[config.mk]
export PLATFORM = sky130hd
export DESIGN_NAME = rat_partial_rename
export DESIGN_NICKNAME = d
export VERILOG_FILES = /design/src/rtl/rat_pkg.sv /design/src/rtl/rat_retire.sv /design/src/rtl/rat_apply.sv /design/src/rtl/rat_lookup.sv /design/src/rtl/rat_partial_rename.sv
export SDC_FILE = /design/constraint.sdc
export NUM_CORES = 1
export LEC_CHECK = 0
export CORE_AREA = 2 2 206 188
export DETAILED_ROUTE_END_ITERATION = 7
export DIE_AREA = 0 0 208 190
export PLACE_DENSITY_LB_ADDON = 0.08
export SYNTH_ARGS = -nofsm -noshare
export SYNTH_HDL_FRONTEND = slang
export SYNTH_HIERARCHICAL = 1
export SYNTH_SLANG_ARGS = --single-unit
[constraint.sdc]
create_clock -name clk -period 16.2 [get_ports clk]
set_clock_uncertainty 0.1 [all_clocks]
set_input_delay 4.86 -clock clk [delete_from_list [all_inputs] [get_ports clk]]
set_output_delay 4.86 -clock clk [all_outputs]
set_load 0.05 [all_outputs]
[src/rtl/rat_pkg.sv]
package rat_pkg;

    localparam int ARCH_REGS = 8;
    localparam int HIGH_REGS = 4;
    localparam int ROB_SLOTS = 40;
    localparam int TAG_W     = $clog2(ROB_SLOTS);
    localparam int AREG_W    = $clog2(ARCH_REGS);
    localparam int HIDX_W    = $clog2(HIGH_REGS);

    typedef logic [TAG_W-1:0]  tag_t;
    typedef logic [AREG_W-1:0] areg_t;

    typedef enum logic [1:0] {
        SZ_32 = 2'b00,
        SZ_16 = 2'b01,
        SZ_LO = 2'b10,
        SZ_HI = 2'b11
    } acc_size_e;

    typedef struct packed {
        logic      in_rrf;
        tag_t      tag;
        acc_size_e width;
        logic      zeroed;
    } low_map_t;

    typedef struct packed {
        logic in_rrf;
        tag_t tag;
        logic byte_only;
    } high_map_t;

    typedef struct packed {
        low_map_t  [ARCH_REGS-1:0] lo;
        high_map_t [HIGH_REGS-1:0] hi;
    } map_table_t;

    function automatic map_table_t fresh_table();
        map_table_t t;
        for (int e = 0; e < ARCH_REGS; e++) begin
            t.lo[e] = '{in_rrf: 1'b1, tag: '0, width: SZ_32, zeroed: 1'b0};
        end
        for (int e = 0; e < HIGH_REGS; e++) begin
            t.hi[e] = '{in_rrf: 1'b1, tag: '0, byte_only: 1'b0};
        end
        return t;
    endfunction

    function automatic logic is_wide(acc_size_e s);
        return (s == SZ_32) || (s == SZ_16);
    endfunction

    function automatic logic has_high(areg_t r);
        return int'(r) < HIGH_REGS;
    endfunction

endpackage

[src/rtl/rat_retire.sv]
module rat_retire
    import rat_pkg::*;
#(
    parameter int RET_W = 3
) (
    input  map_table_t             tbl_in,
    input  logic [RET_W-1:0]       ret_valid,
    input  tag_t [RET_W-1:0]       ret_tag,
    output map_table_t             tbl_out
);

    always_comb begin
        tbl_out = tbl_in;
        for (int k = 0; k < RET_W; k++) begin
            if (ret_valid[k]) begin
                for (int e = 0; e < ARCH_REGS; e++) begin
                    if (!tbl_in.lo[e].in_rrf && tbl_in.lo[e].tag == ret_tag[k]) begin
                        tbl_out.lo[e].in_rrf = 1'b1;
                        tbl_out.lo[e].zeroed = 1'b0;
                    end
                end
                for (int e = 0; e < HIGH_REGS; e++) begin
                    if (!tbl_in.hi[e].in_rrf && tbl_in.hi[e].tag == ret_tag[k]) begin
                        tbl_out.hi[e].in_rrf    = 1'b1;
                        tbl_out.hi[e].byte_only = 1'b0;
                    end
                end
            end
        end
    end

endmodule

[src/rtl/rat_apply.sv]
module rat_apply
    import rat_pkg::*;
(
    input  map_table_t tbl_in,
    input  logic       en,
    input  areg_t      dst_reg,
    input  acc_size_e  dst_size,
    input  logic       zero_idiom,
    input  tag_t       dst_tag,
    output map_table_t tbl_out
);

    logic [HIDX_W-1:0] hidx;
    assign hidx = dst_reg[HIDX_W-1:0];

    always_comb begin
        tbl_out = tbl_in;
        if (en) begin
            case (dst_size)
                SZ_32, SZ_16: begin
                    tbl_out.lo[dst_reg] = '{in_rrf: 1'b0, tag: dst_tag,
                                            width: dst_size, zeroed: zero_idiom};
                    if (has_high(dst_reg)) begin
                        tbl_out.hi[hidx] = '{in_rrf: 1'b0, tag: dst_tag, byte_only: 1'b0};
                    end
                end
                SZ_LO: begin
                    tbl_out.lo[dst_reg] = '{in_rrf: 1'b0, tag: dst_tag, width: SZ_LO,
                        zeroed: tbl_in.lo[dst_reg].zeroed && !tbl_in.lo[dst_reg].in_rrf};
                end
                default: begin
                    tbl_out.hi[hidx] = '{in_rrf: 1'b0, tag: dst_tag, byte_only: 1'b1};
                end
            endcase
        end
    end

endmodule

[src/rtl/rat_lookup.sv]
module rat_lookup
    import rat_pkg::*;
(
    input  map_table_t tbl,
    input  areg_t      src_reg,
    input  acc_size_e  src_size,
    output tag_t       tag,
    output logic       in_rrf,
    output logic       hazard
);

    low_map_t  lo_e;
    high_map_t hi_e;
    logic      narrow_lo;
    logic      narrow_hi;

    assign lo_e = tbl.lo[src_reg];
    assign hi_e = tbl.hi[src_reg[HIDX_W-1:0]];

    always_comb begin
        if (src_size == SZ_HI) begin
            tag    = hi_e.tag;
            in_rrf = hi_e.in_rrf;
        end else begin
            tag    = lo_e.tag;
            in_rrf = lo_e.in_rrf;
        end
        narrow_lo = !lo_e.in_rrf &&
                    (((src_size == SZ_32) && (lo_e.width != SZ_32)) ||
                     ((src_size == SZ_16) && (lo_e.width == SZ_LO)));
        narrow_hi = has_high(src_reg) && !hi_e.in_rrf && hi_e.byte_only && is_wide(src_size);
        hazard    = (narrow_lo || narrow_hi) && !lo_e.zeroed;
    end

endmodule

[src/rtl/rat_partial_rename.sv]
module rat_partial_rename
    import rat_pkg::*;
#(
    parameter int WIDTH = 3,
    parameter int N_SRC = 2,
    parameter int RET_W = 3
) (
    input  logic                                  clk,
    input  logic                                  rst,
    input  logic                                  flush,
    input  logic [WIDTH-1:0]                      ren_valid,
    input  logic [WIDTH-1:0][N_SRC-1:0][AREG_W-1:0] ren_src_reg,
    input  logic [WIDTH-1:0][N_SRC-1:0][1:0]      ren_src_size,
    input  logic [WIDTH-1:0]                      ren_dst_valid,
    input  logic [WIDTH-1:0][AREG_W-1:0]          ren_dst_reg,
    input  logic [WIDTH-1:0][1:0]                 ren_dst_size,
    input  logic [WIDTH-1:0]                      ren_zero_idiom,
    input  logic [WIDTH-1:0][TAG_W-1:0]           ren_dst_tag,
    input  logic [RET_W-1:0]                      ret_valid,
    input  logic [RET_W-1:0][TAG_W-1:0]           ret_tag,
    output logic [WIDTH-1:0][N_SRC-1:0][TAG_W-1:0] src_tag,
    output logic [WIDTH-1:0][N_SRC-1:0]           src_in_rrf,
    output logic                                  rename_stall
);

    map_table_t state_q;
    map_table_t state_d;
    map_table_t chain [WIDTH+1];
    logic [WIDTH-1:0][N_SRC-1:0] haz;
    logic [WIDTH-1:0]            op_stall;
    logic                        all_rrf;

    rat_retire #(.RET_W(RET_W)) u_retire (
        .tbl_in   (state_q),
        .ret_valid(ret_valid),
        .ret_tag  (ret_tag),
        .tbl_out  (chain[0])
    );

    for (genvar i = 0; i < WIDTH; i++) begin : g_op
        rat_apply u_apply (
            .tbl_in    (chain[i]),
            .en        (ren_valid[i] && ren_dst_valid[i]),
            .dst_reg   (ren_dst_reg[i]),
            .dst_size  (acc_size_e'(ren_dst_size[i])),
            .zero_idiom(ren_zero_idiom[i]),
            .dst_tag   (ren_dst_tag[i]),
            .tbl_out   (chain[i+1])
        );
        for (genvar s = 0; s < N_SRC; s++) begin : g_src
            rat_lookup u_look (
                .tbl     (chain[i]),
                .src_reg (ren_src_reg[i][s]),
                .src_size(acc_size_e'(ren_src_size[i][s])),
                .tag     (src_tag[i][s]),
                .in_rrf  (src_in_rrf[i][s]),
                .hazard  (haz[i][s])
            );
        end
        assign op_stall[i] = ren_valid[i] && (|haz[i]);
    end

    assign rename_stall = |op_stall;

    always_comb begin
        if (flush) begin
            state_d = fresh_table();
        end else if ((|ren_valid) && !rename_stall) begin
            state_d = chain[WIDTH];
        end else begin
            state_d = chain[0];
        end
    end

    always_ff @(posedge clk) begin
        if (rst) begin
            state_q <= fresh_table();
        end else begin
            state_q <= state_d;
        end
    end

    always_comb begin
        all_rrf = 1'b1;
        for (int e = 0; e < ARCH_REGS; e++) all_rrf &= state_q.lo[e].in_rrf;
        for (int e = 0; e < HIGH_REGS; e++) all_rrf &= state_q.hi[e].in_rrf;
    end

    AST_HOLD_ON_STALL: assert property (@(posedge clk) disable iff (rst)
        (rename_stall && !flush && !(|ret_valid)) |=> $stable(state_q));

    AST_FLUSH_TO_RRF: assert property (@(posedge clk) disable iff (rst)
        flush |=> all_rrf);

    AST_GROUP_OVERRIDE: assert property (@(posedge clk) disable iff (rst)
        (ren_valid[0] && ren_valid[1] && ren_dst_valid[0] &&
         ren_dst_size[0] == 2'b00 && ren_src_size[1][0] != 2'b11 &&
         ren_src_reg[1][0] == ren_dst_reg[0])
        |-> (src_tag[1][0] == ren_dst_tag[0] && !src_in_rrf[1][0]));

    AST_IDLE_NO_STALL: assert property (@(posedge clk) disable iff (rst)
        !(|ren_valid) |-> !rename_stall);

    AST_BYTE_READ_SAFE: assert property (@(posedge clk) disable iff (rst)
        (ren_valid == 3'b001 && ren_src_size[0][0][1] && ren_src_size[0][1][1])
        |-> !rename_stall);

endmodule

* Yosys cells after proc, flatten, opt, wreduce, memory -nomap -nowiden
Cells that the tools add are included.
** Storage, ports and cells
- Flip-flop bits (word level) :: 112
- Word-level logic and storage cells :: 497
** Operators by class
- $lt $le $gt $ge :: 33
- Eq/ne operators :: 60
- Mux-type cells :: 190
- Reduce and logical (&&, ||, !) cells :: 170
** Operators with widths (count)
- 80-bit bitwise mux :: 6
- 80-bit one-hot mux with 2 select lines :: 3
- 112-bit 2-to-1 mux :: 4
- 10-bit binary-select mux with 3-bit select :: 9
- 6-bit equality test :: 36
- 32-bit bitwise mux :: 6
- 32-bit one-hot mux with 2 select lines :: 3
- 10-bit 2-to-1 mux :: 12
- 8-bit binary-select mux with 2-bit select :: 6
- 32-bit 2-to-1 mux :: 3
- 1-bit logical AND :: 94
- 10-bit demux with 3-bit select :: 3
- 1-bit 2-to-1 mux :: 84
- 8-bit 2-to-1 mux :: 9
- 2-bit 2-to-1 mux :: 33
- 8-bit demux with 2-bit select :: 3
- 3-bit by 4-bit < comparator with 1-bit output, second input constant :: 9
- 6-bit 2-to-1 mux :: 6
- 1-bit logical NOT :: 34
- 2-bit equality test, second input constant :: 15
- 2-bit by 3-bit < comparator with 1-bit output, second input constant :: 9
- 3-bit < comparator, second input constant :: 9
- 2-bit by 1-bit equality test with 1-bit output, second input constant :: 9
- 2-bit logical NOT :: 9
- 6 further kinds :: 39

* Longest topological paths before layout
- Word-level depth :: 36
- Depth in mapped cells :: 22

* By module
The synthesis kept the hierarchy.
** Modules (own cells, without submodules)
- rat_apply :: instances 3, cells an instance 202, area each 1645.3 um2
- rat_lookup (g_op[0].g_src[0].u_look ...) :: instances 5, cells an instance 73, area each 902.1 um2
- rat_partial_rename :: instances 1, cells an instance 497, area each 4481.8 um2
- rat_retire :: instances 1, cells an instance 469, area each 3588.4 um2
- rat_lookup (g_op[2].g_src[1].u_look) :: instances 1, cells an instance 73, area each 903.4 um2

* Least setup slack after synthesis
Ideal clock, no wire load.
- Path type :: input to output
- Start :: input ret_tag[1] (netlist name)
- End :: output rename_stall
- Arrival time :: 8.753 ns
- Data required time :: 11.240 ns
- Path slack :: 2.487 ns
- Stages :: 18
- Path buffers :: 1
- Cells stage by stage :: buf_6 -> xnor2_1 -> nand4_1 -> nor4_1 -> a2111oi_0 -> nor4b_1 -> nor2_1 -> a41oi_1 -> mux2_2 -> nor4b_1 -> nor2_1 -> a41oi_1 -> mux2_2 -> mux4_2 -> nor4_1 -> a221o_1 -> o21ai_0 -> nand3_1
** RTL lines
- start: declaration :: line rat_partial_rename.sv:20 : input logic [RET_W-1:0][TAG_W-1:0] ret_tag,
- end: declaration :: line rat_partial_rename.sv:23 : output logic rename_stall

==> results.json <==
{
  "die-height_um": 190,
  "holdWs_ns": 0.413,
  "cts_repair_resize_count": 0,
  "area_delta_synth_final_pct": 6.03,
  "min-delay-start": "state_q[83]",
  "cts_num_sinks": 112,
  "finalNetCount": 2060,
  "dr_drc_count": 0,
  "netlist_top_cells_area": "sky130_fd_sc_hd__mux4_2, sky130_fd_sc_hd__mux2_2, sky130_fd_sc_hd__dfxtp_1",
  "path_clk_slew_ns": 0.08,
  "path_class_of_the_lowest_slack_min_delay_path": "reg -> reg",
  "synth_top_cell_by_area": "sky130_fd_sc_hd__mux4_2",
  "synth.most_common_cell": "sky130_fd_sc_hd__nand2_1",
  "grt_start_max_net_pins": 182,
  "cts_buffers": 9,
  "power_density_nw_per_um2": 44.2,
  "netlist-cell-type-count": 51,
  "port_buffers": 138,
  "critical_path.max_fanout": 12,
  "synth.net_count": 2106,
  "firstDrtPassIters": 7,
  "tritoncts": "done",
  "fin_ws_ns": 0.678,
  "vias": 17300,
  "tightestPinTransition_ns": 1.30,
  "cp_cell_sequence": "clkdlybuf4s50_1 > xnor2_1 > nand3_1 > nor4_1 > a2111oi_1 > nor4bb_1 > nor2_1 > a41oi_1 > mux2_2 > nor4b_1 > nor2_1 > a41oi_1 > mux2_2 > mux4_2 > nor4_1 > a221o_1 > o21ai_0 > nand3_1 > buf_4",
  "r2r_slack_ns": 9.29,
  "ys_seq_elements": 112,
  "power.net_switching_mw": 0.347,
  "route.antenna.remaining_nets": 0,
  "first_global_vias": 16200,
  "floorplan.core_area_um2": 37600,
  "cts_root_buf": "sky130_fd_sc_hd__clkbuf_16",
  "largest_register_ffs": 112,
  "timing.critical_path.buf_inv": 2,
  "fill_cells": 3579,
  "final_layout_size_suffix_gt1_share_pct": 25.1,
  "run_status": "completed",
  "worst_ep_required_time_ns": 11.24,
  "synth_enable_flop_cells": 0,
  "antenna_violations_before_repair": 4,
  "postSynth.asyncResetShare_pct": 0,
  "postCtsSetupBuffers": 0,
  "r2r.worst_path.cells": 18,
  "dpl_worst_slack_ns": 0.847,
  "hpwlAfterDp_um": 63800,
  "first_iter_violations": 2626,
  "fp.dieArea_um2": 39500,
  "clockBufferDepth": 2,
  "initial_core_utilization_pct": 49.0,
  "yosys_warnings": 6,
  "worst_ep_arrival_time_ns": 10.56,
  "timing.max_cap.violations": 0,
  "cell_internal_pwr_mw": 0.517,
  "stdcell_area_um2": 19500,
  "netlist_instances": 2010,
  "final-setup-viol-count": 0,
  "post-route-min-period_ns": 15.52,
  "synth_ff_type": "sky130_fd_sc_hd__dfxtp_1",
  "io_pins": 139,
  "reg2reg_to": "state_q[32]",
  "die_width_um": 208,
  "wl_um": 85800,
  "grt_pass1_wl_um": 122000,
  "finalHoldViolCount": 0,
  "worst_hold_path.num_cells": 2,
  "place_congestion": 1.00,
  "synth_top_area_share_pct": 18.3,
  "path_class": "in -> out",
  "final_min_period_over_clock_period_pct": 95.8,
  "hold-path-endpoint": "state_q[83]",
  "dpl-instance-area_um2": 19200,
  "critical_path_source_type": "input port",
  "irDropWorstVdd_v": 0.0000592,
  "globalRouteTotalUtil_pct": 42.9,
  "area_used_by_multi_input_combinational_logic_um2": 14400,
  "post_drt_wl_per_cell_um": 34.9,
  "registers.top_by_ff_count": "state_q",
  "synthTopCellsByCount": "sky130_fd_sc_hd__nand2_1, sky130_fd_sc_hd__mux2_2, sky130_fd_sc_hd__mux2i_1",
  "layout.core_utilization_pct": 51.9,
  "netlist_area_um2": 18400,
  "grt_overflow": 0,
  "avgSynthCellArea_um2": 9.16,
  "setup_tns_ns": 0,
  "slew_viol_final": 0,
  "sequentialPowerShare_pct": 33.3,
  "cp-end-kind": "output pin",
  "sequential_cell_area_um2": 2240,
  "p_leak_nw": 7.42,
  "cts-htree-levels": 3,
  "reg_top3": "state_q x112",
  "slew_headroom_pct": 12.7,
  "ys_seq_area_share_pct": 12.2,
  "grt_setup_unrepaired": "false",
  "power_share_of_the_combinational_group_pct": 38.1,
  "power.clock.fraction_pct": 28.6,
  "worst_r2r_start": "state_q[59]",
  "worst_path_dominant_cell_family": "compound AO/OA/AOI/OAI gates",
  "placementRows": 68,
  "swShare_pct": 40.1,
  "crit_path_max_incr_delay_ns": 1.08,
  "cts-hold-fix-buffers": 0,
  "route.detailed.vias_per_inst": 7.03,
  "max_clock_freq_mhz": 64.4,
  "cpMaxStageDelayCell": "sky130_fd_sc_hd__clkdlybuf4s50_1",
  "clk_latency_ns": 0.41
}
[layout make-up]
class | count | area share, %
sequential | 112 | 11.5
multi-input combinational | 1598 | 73.7
timing repair buffer | 195 | 9.16
clock buffer | 9 | 1.15
inverter | 48 | 0.961
tap | 490 | 3.14
clock inverter | 7 | 0.365
antenna | 2 | 0.0256
[power by group through the flow]
stage	Clock [mW]	Sequential, mW	Combinational [mW]
final	0.247	0.288	0.329
after global routing	0.257	0.288	0.340
after CTS	0.250	0.287	0.320
after detailed placement	0	0.294	0.319
after global placement	0	0.294	0.319
after floorplan	0	0.288	0.223
[layout by cell type, fill, tap and decap left out, types with 9 or more instances in the layout]
cell	count
sky130_fd_sc_hd__nor2_1	153
sky130_fd_sc_hd__nor4_1	48
sky130_fd_sc_hd__xor2_1	84
sky130_fd_sc_hd__mux2_2	219
sky130_fd_sc_hd__mux2i_1	163
sky130_fd_sc_hd__a21oi_1	60
sky130_fd_sc_hd__o22a_1	42
sky130_fd_sc_hd__dfxtp_1	112
sky130_fd_sc_hd__xnor2_1	132
sky130_fd_sc_hd__mux2_4	18
sky130_fd_sc_hd__nand4_1	18
sky130_fd_sc_hd__o21ai_0	12
sky130_fd_sc_hd__clkdlybuf4s50_1	131
sky130_fd_sc_hd__buf_4	57
sky130_fd_sc_hd__nand4b_1	9
sky130_fd_sc_hd__mux4_1	12
sky130_fd_sc_hd__inv_1	45
sky130_fd_sc_hd__and2_1	21
sky130_fd_sc_hd__or4_1	12
sky130_fd_sc_hd__mux4_2	150
sky130_fd_sc_hd__clkbuf_16	9
sky130_fd_sc_hd__nand2_1	233
sky130_fd_sc_hd__nor2b_1	21
sky130_fd_sc_hd__a41oi_1	9
sky130_fd_sc_hd__nand3_1	67
sky130_fd_sc_hd__nand2b_1	12
[stage by stage]
step,cells,power [mW]
6_report,2461,0.863
3_3_place_gp,2443,0.612
4_1_cts,2459,0.858
2_1_floorplan,2010,0.511
5_1_grt,2459,0.885
3_5_place_dp,2443,0.613
[layer usage]
layer	wire [um]	track usage [%]	share of wire, %
met1	33400	55.6	39
met2	36200	62.9	42
met3	9980	12.1	12
met4	6230	27.1	7.3
met5	0	0	0
[worst max path at each step]
| stage | from | end | cells past startpoint |
|---|---|---|---|
| 3_3_place_gp | ret_tag[7] | rename_stall | 19 |
| 5_1_grt | ret_tag[7] | rename_stall | 19 |
| 6_report | ret_tag[7] | rename_stall | 19 |
| 4_1_cts | ret_tag[7] | rename_stall | 19 |
| 3_5_place_dp | ret_tag[7] | rename_stall | 19 |
| 2_1_floorplan | ret_tag[1] | rename_stall | 18 |
[cell families after synthesis]
kind of cell	Yosys count	synth area share, %
simple gates	652	17.4
mux	562	43.8
buf+inv	300	9.91
xor+xnor	216	10.3
compound gates	168	6.52
flops	112	12.2
[worst min-delay path, cell delays in order, from the launching register on]
cell and delay [ns]:
sky130_fd_sc_hd__dfxtp_1 0.34, sky130_fd_sc_hd__nand2_1 0.07, sky130_fd_sc_hd__mux2i_1 0.06
(Power assumes the default switching activity.)
